**src/rtl/sdram_timing_guard.sv**
```systemverilog
`timescale 1ns/1ps
module sdram_timing_guard #(
  parameter int BW      = 2,
  parameter int CW      = 4,
  parameter int T_RCD_F = 3,
  parameter int T_RCD_S = 2,
  parameter int T_RC_F  = 9,
  parameter int T_RC_S  = 7,
  parameter int T_RAS_F = 6,
  parameter int T_RAS_S = 5,
  parameter int T_RP_F  = 3,
  parameter int T_RP_S  = 2,
  parameter int T_DPL   = 2,
  parameter int T_RRD   = 2,
  parameter int T_MRD   = 2
) (
  input  logic          clk,
  input  logic          rst,
  input  logic          slow_grade,
  input  logic [2:0]    cmd,
  input  logic [BW-1:0] bank,
  input  logic          auto_pre,
  output logic          viol,
  output logic [3:0]    viol_code
);
  localparam int NB = 1 << BW;

  typedef enum logic [2:0] {
    C_NOP, C_ACT, C_RD, C_WR, C_PRE, C_MRS, C_SRE, C_SRX
  } cmd_e;

  logic [CW-1:0] rcd_q [NB];
  logic [CW-1:0] rc_q  [NB];
  logic [CW-1:0] ras_q [NB];
  logic [CW-1:0] rp_q  [NB];
  logic [CW-1:0] dpl_q [NB];
  logic [CW-1:0] dal_q [NB];
  logic [CW-1:0] rrd_q, mrd_q, sec_q;
  logic [NB-1:0] open_q;
  logic          sref_q, jx_q;
  logic [3:0]    code_d;

  logic [CW-1:0] ld_rcd, ld_rc, ld_ras, ld_rp, ld_dal;
  assign ld_rcd = CW'(slow_grade ? T_RCD_S - 1 : T_RCD_F - 1);
  assign ld_rc  = CW'(slow_grade ? T_RC_S - 1  : T_RC_F - 1);
  assign ld_ras = CW'(slow_grade ? T_RAS_S - 1 : T_RAS_F - 1);
  assign ld_rp  = CW'(slow_grade ? T_RP_S - 1  : T_RP_F - 1);
  assign ld_dal = CW'(T_DPL + (slow_grade ? T_RP_S : T_RP_F) - 1);

  function automatic logic [CW-1:0] dec(input logic [CW-1:0] x);
    return (x == '0) ? '0 : x - 1'b1;
  endfunction

  wire bank_open = open_q[bank];
  wire sref_bad  = sref_q ? (cmd != C_SRX) : (cmd == C_SRX || (cmd == C_SRE && |open_q));

  always_comb begin
    code_d = 4'd0;
    if (cmd != C_NOP) begin
      if (sref_bad)            code_d = 4'd13;
      else if (jx_q)           code_d = 4'd9;
      else if (sec_q != '0)    code_d = 4'd10;
      else begin
        case (cmd)
          C_ACT: begin
            if (bank_open)               code_d = 4'd12;
            else if (rc_q[bank]  != '0)  code_d = 4'd2;
            else if (dal_q[bank] != '0)  code_d = 4'd8;
            else if (rp_q[bank]  != '0)  code_d = 4'd4;
            else if (rrd_q != '0)        code_d = 4'd6;
            else if (mrd_q != '0)        code_d = 4'd7;
          end
          C_RD, C_WR: begin
            if (!bank_open)              code_d = 4'd11;
            else if (rcd_q[bank] != '0)  code_d = 4'd1;
          end
          C_PRE: begin
            if (bank_open) begin
              if (ras_q[bank] != '0)       code_d = 4'd3;
              else if (dpl_q[bank] != '0)  code_d = 4'd5;
            end
          end
          default: code_d = 4'd0;
        endcase
      end
    end
  end

  always_ff @(posedge clk) begin
    if (rst) begin
      for (int i = 0; i < NB; i++) begin
        rcd_q[i] <= '0; rc_q[i] <= '0; ras_q[i] <= '0;
        rp_q[i]  <= '0; dpl_q[i] <= '0; dal_q[i] <= '0;
      end
      rrd_q <= '0; mrd_q <= '0; sec_q <= '0;
      open_q <= '0; sref_q <= 1'b0; jx_q <= 1'b0;
      viol <= 1'b0; viol_code <= 4'd0;
    end else begin
      for (int i = 0; i < NB; i++) begin
        rcd_q[i] <= dec(rcd_q[i]);
        rc_q[i]  <= dec(rc_q[i]);
        ras_q[i] <= dec(ras_q[i]);
        rp_q[i]  <= dec(rp_q[i]);
        dpl_q[i] <= dec(dpl_q[i]);
        dal_q[i] <= dec(dal_q[i]);
        if (bank == BW'(i)) begin
          case (cmd)
            C_ACT: begin
              open_q[i] <= 1'b1;
              rcd_q[i]  <= ld_rcd;
              rc_q[i]   <= ld_rc;
              ras_q[i]  <= ld_ras;
            end
            C_RD: if (auto_pre) begin
              open_q[i] <= 1'b0;
              rp_q[i]   <= ld_rp;
            end
            C_WR: begin
              if (auto_pre) begin
                open_q[i] <= 1'b0;
                dal_q[i]  <= ld_dal;
              end else begin
                dpl_q[i]  <= CW'(T_DPL - 1);
              end
            end
            C_PRE: if (open_q[i]) begin
              open_q[i] <= 1'b0;
              rp_q[i]   <= ld_rp;
            end
            default: ;
          endcase
        end
      end
      rrd_q <= (cmd == C_ACT) ? CW'(T_RRD - 1) : dec(rrd_q);
      mrd_q <= (cmd == C_MRS) ? CW'(T_MRD - 1) : dec(mrd_q);
      sec_q <= (cmd == C_SRX) ? ld_rc : dec(sec_q);
      if (cmd == C_SRE) sref_q <= 1'b1;
      else if (cmd == C_SRX) sref_q <= 1'b0;
      jx_q <= (cmd == C_SRX);
      viol <= (code_d != 4'd0);
      viol_code <= code_d;
    end
  end

  AST_NOP_QUIET: assert property (@(posedge clk) disable iff (rst)
    cmd == C_NOP |=> !viol) else $error("nop flagged");

  AST_COL_IDLE: assert property (@(posedge clk) disable iff (rst)
    (cmd == C_RD || cmd == C_WR) && !open_q[bank] |=> viol) else $error("column to idle bank missed");

  AST_ACT_PAIR: assert property (@(posedge clk) disable iff (rst)
    $past(cmd == C_ACT && !rst) && cmd == C_ACT |=> viol) else $error("back-to-back activate missed");

  AST_EARLY_PRE: assert property (@(posedge clk) disable iff (rst)
    $past(cmd == C_ACT && !rst) && cmd == C_PRE && bank == $past(bank) |=> viol) else $error("early precharge missed");

  AST_EXIT_NEXT: assert property (@(posedge clk) disable iff (rst)
    $past(cmd == C_SRX && !rst) && cmd != C_NOP |=> viol) else $error("command after exit missed");

  AST_QUIET_CODE: assert property (@(posedge clk) disable iff (rst)
    !viol |-> viol_code == 4'd0) else $error("code without pulse");
endmodule

```
**config.mk**
```make
export PLATFORM = sky130hd
export DESIGN_NAME = sdram_timing_guard
export DESIGN_NICKNAME = d
export VERILOG_FILES = /design/src/rtl/sdram_timing_guard.sv
export SDC_FILE = /design/constraint.sdc
export NUM_CORES = 1
export LEC_CHECK = 0
export BUFFER_PORTS_ARGS = -buffer_cell sky130_fd_sc_hd__buf_4
export CORE_MARGIN = 3
export CORE_UTILIZATION = 50
export CTS_BUF_LIST = sky130_fd_sc_hd__clkbuf_16
export DETAILED_ROUTE_END_ITERATION = 8
export HOLD_SLACK_MARGIN = 0.15
export PLACE_DENSITY = 0.62
export SLEW_MARGIN = 30
export SYNTH_ARGS = -nofsm -noshare
export SYNTH_HDL_FRONTEND = slang
export SYNTH_SLANG_ARGS = --single-unit
export TNS_END_PERCENT = 20
```
**constraint.sdc**
```tcl
create_clock -name clk -period 2.7 [get_ports clk]
set_input_delay 0.405 -clock clk [delete_from_list [all_inputs] [get_ports clk]]
set_output_delay 0.405 -clock clk [all_outputs]
set_load 0.005 [all_outputs]
```
==> flow_summary.toml <==
[status]
status = "finished clean"

[grt]
antenna_found_initial = 0
overflow = 0
met1_usage = 0.2825
grt_pass1_wl_um = 23890
grt_pass1_vias = 4889
grt_max_degree = 35
top_usage_layer = "met2"
grt.total_usage = 0.2119
use_met3 = 0.04354
globalRouteMet2Util = 0.3343

[floorplan]
core.rowCount = 40
dieHeight_um = 118.7
start_util = 0.5200
io-pin-count = 14
die_w_um = 118.7
fp.dieArea_sq_um = 14090
core_sq_um = 12210

[synthesis]
synth-simple-area-share = 0.2195
synthTopCellsByCount = "nor2_1, edfxtp_1, a21oi_1, dfxtp_1, nor3_1"
synth-edff-count = 72
synth_top_area_cell = "edfxtp_1"
synth-adder-area-share = 0.02956
synth_compound_area_frac = 0.1834
yosys.area_share.xor_xnor = 0.01379
async_reset_ff_frac = 0
syn_avg_cell_area_sq_um = 9.592
synth_top_area_share = 0.3405
synthTopCellsByArea = "edfxtp_1, dfxtp_1, nor2_1, a21oi_1, nor3_1"
synth.most_common_cell = "nor2_1"
synth_mux_area_frac = 0.02601
seq_area_frac_synth = 0.4887
ys_ff_latch = 119
yosysUniqueCellTypes = 70
netlist_area_sq_um = 6350
ys_warn_count = 0
synth-main-ff-cell = "edfxtp_1"
synthCells = 662
synth_top_family_by_area = "simple AND/OR/NAND/NOR gates"

[worst_setup_path]
crit_required_ps = 3010
critPathMaxFanout = 5
crit_type = "reg -> reg"
cp_slowest_cell = "nor4_1"
start_kind = "flip-flop"
path_cells = "nor4_1, nand2_1, a41oi_1, nor3_1, o311a_1, a2111o_1"
crit_path_max_incr_delay_ps = 560
worstPathArrival_ps = 2650
crit_path_end_kind = "flip-flop"

[pwr]
p_leak_uw = 0.002863
ir_drop_mv = 0.4725
p_per_area_nw_per_um2 = 768.8

[timing]
tns_ps = 0
rsz0062_at_grt = "false"
max_clock_freq_ghz = 0.4270
tightestPinTransition_ps = 644.9
fin_crit_ps = 2342
finalMaxSlewViolations = 0
hold_viol_final = 0
fin_skew_ps = 8.386
setup_viol_count_final = 0
relSlewSlack = 0.5661
finalCritPeriodShare = 0.8673

[hold_path]
hp-class = "in -> reg"

[detailed_routing]
drt_wl_total_um = 14050
drt_iter0_markers = 328
ant_nets = 0
drtPass1Iterations = 5
drc = 0
vias = 5177
viasPerCell = 5.525
routedWlPerCell_um = 14.99

[layout]
regArea_sq_um = 3103
fill_cells = 1138
diodes = 0
multiInputGateArea_sq_um = 3269
syn2layout_area_growth_pct = 16.79
num-nets-final = 780
layout.cells.non_filler = 937
drive_above_1_share = 0.1001

[clock_tree]
htree_levels = 4
cts_max_path_buffers = 2
clkSinkCount = 119
post_cts_buffers = 0
cts.reportedPaths.clkPinSlew_ps = 60
cts_hold_buf = 0
clk_latency_ps = 420
cts_tree = "yes"
numCtsBuffers = 17
cts-root-buf = "clkbuf_16"
cts_resized = 0

[placed_design]
dp_cells = 905
port-buffer-count = 13
dp_hpwl_um = 10310
place.gp.congestion = 0.8534

[run]
max_cap_violations = 0
-- registers in the layout, indices dropped and copies added (netlist names) --
signal     cells
rrd_q          4
viol           1
rcd_q         16
jx_q           1
open_q         4
rc_q          16
rp_q          16
sec_q          4
dpl_q         16
mrd_q          4
sref_q         1
viol_code      4
ras_q         16
dal_q         16
-- kinds of logic after synthesis --
logic type	after synthesis
AO/OA/AOI/OAI	181
XOR/XNOR	10
adder cells (fa/ha/maj)	15
buffers and inverters	52
flip-flops	119
multiplexers	13
other	1
AND/OR/NAND/NOR	271
-- power by group --
group	internal, uW	switching [uW]	total, uW
clock	1210	752	1970
sequential	2220	239	2460
combinational	568	704	1270
-- stage by stage --
step	total power, uW	instance area [sq um]	util	hold slack, ps	worst slack [ps]
2_1_floorplan	3434	6616	-	423.9	590.4
3_3_place_gp	3678	6905	0.5655	443.5	399.1
3_5_place_dp	3753	6905	0.5655	453.6	341.0
4_1_cts	5741	7416	0.6073	364.1	363.1
5_1_grt	6050	7416	0.6073	397.7	151.3
6_report	5701	7416	0.6073	380.6	358.3
-- path summary, 6_finish.rpt --
check | startpoint | end | slack [ps] | depth (start not counted)
worst max-delay path | rc_q[2][0]$_SDFFCE_PP0P_ | viol$_SDFF_PP0_ | 360 | 6
worst min-delay path | cmd[0] | mrd_q[2]$_SDFF_PP0_ | 380 | 2
worst max register to register | rc_q[2][0]$_SDFFCE_PP0P_ | viol$_SDFF_PP0_ | 360 | 6
worst min register to register | rc_q[3][0]$_SDFF_PP0_ | rc_q[3][0]$_SDFF_PP0_ | 470 | 1
-- critical path: cells and delay by family (launching register included) --
family | cells | cell delay [ps]
simple gates | 3 | 810
compound gates | 3 | 980
flops | 1 | 430
-- layout by cell type (no fill, tap or decap), types with 4 or more instances in the layout --
master	Yosys	layout
ha_1	15	15
nor4_1	14	14
o31ai_1	11	11
buf_4	0	30
nor4b_1	5	5
edfxtp_1	72	72
a21oi_1	53	53
nor3_1	42	42
clkbuf_16	0	17
or3_1	12	12
xnor2_1	8	8
nor3b_1	9	9
mux2_2	5	5
nand3_1	7	7
nand2_1	39	39
o21ai_0	40	40
o22ai_1	5	5
mux2i_1	6	6
a21o_1	4	4
or2_2	6	6
nor2_1	94	94
nand2b_1	8	8
conb_1	1	72
a211oi_1	24	24
a31oi_1	8	8
nand3b_1	8	8
dfxtp_1	47	47
nor2b_1	4	4
clkinv_1	0	6
inv_1	26	32
-- layer usage --
metal  wire (um)  up-vias
met3         434       16
met5           0        -
met2        6572       76
met1        6803     2453
li1            -     2632
met4         238        0
-- cell type report --
class	instances	area share
sequential	119	0.4184
multi-input combinational	562	0.4409
tap	168	0.02834
timing repair buffer	30	0.03037
inverter	26	0.01316
clock buffer	17	0.05736
clock inverter	15	0.01147
Power figures use the tool's default switching activity.
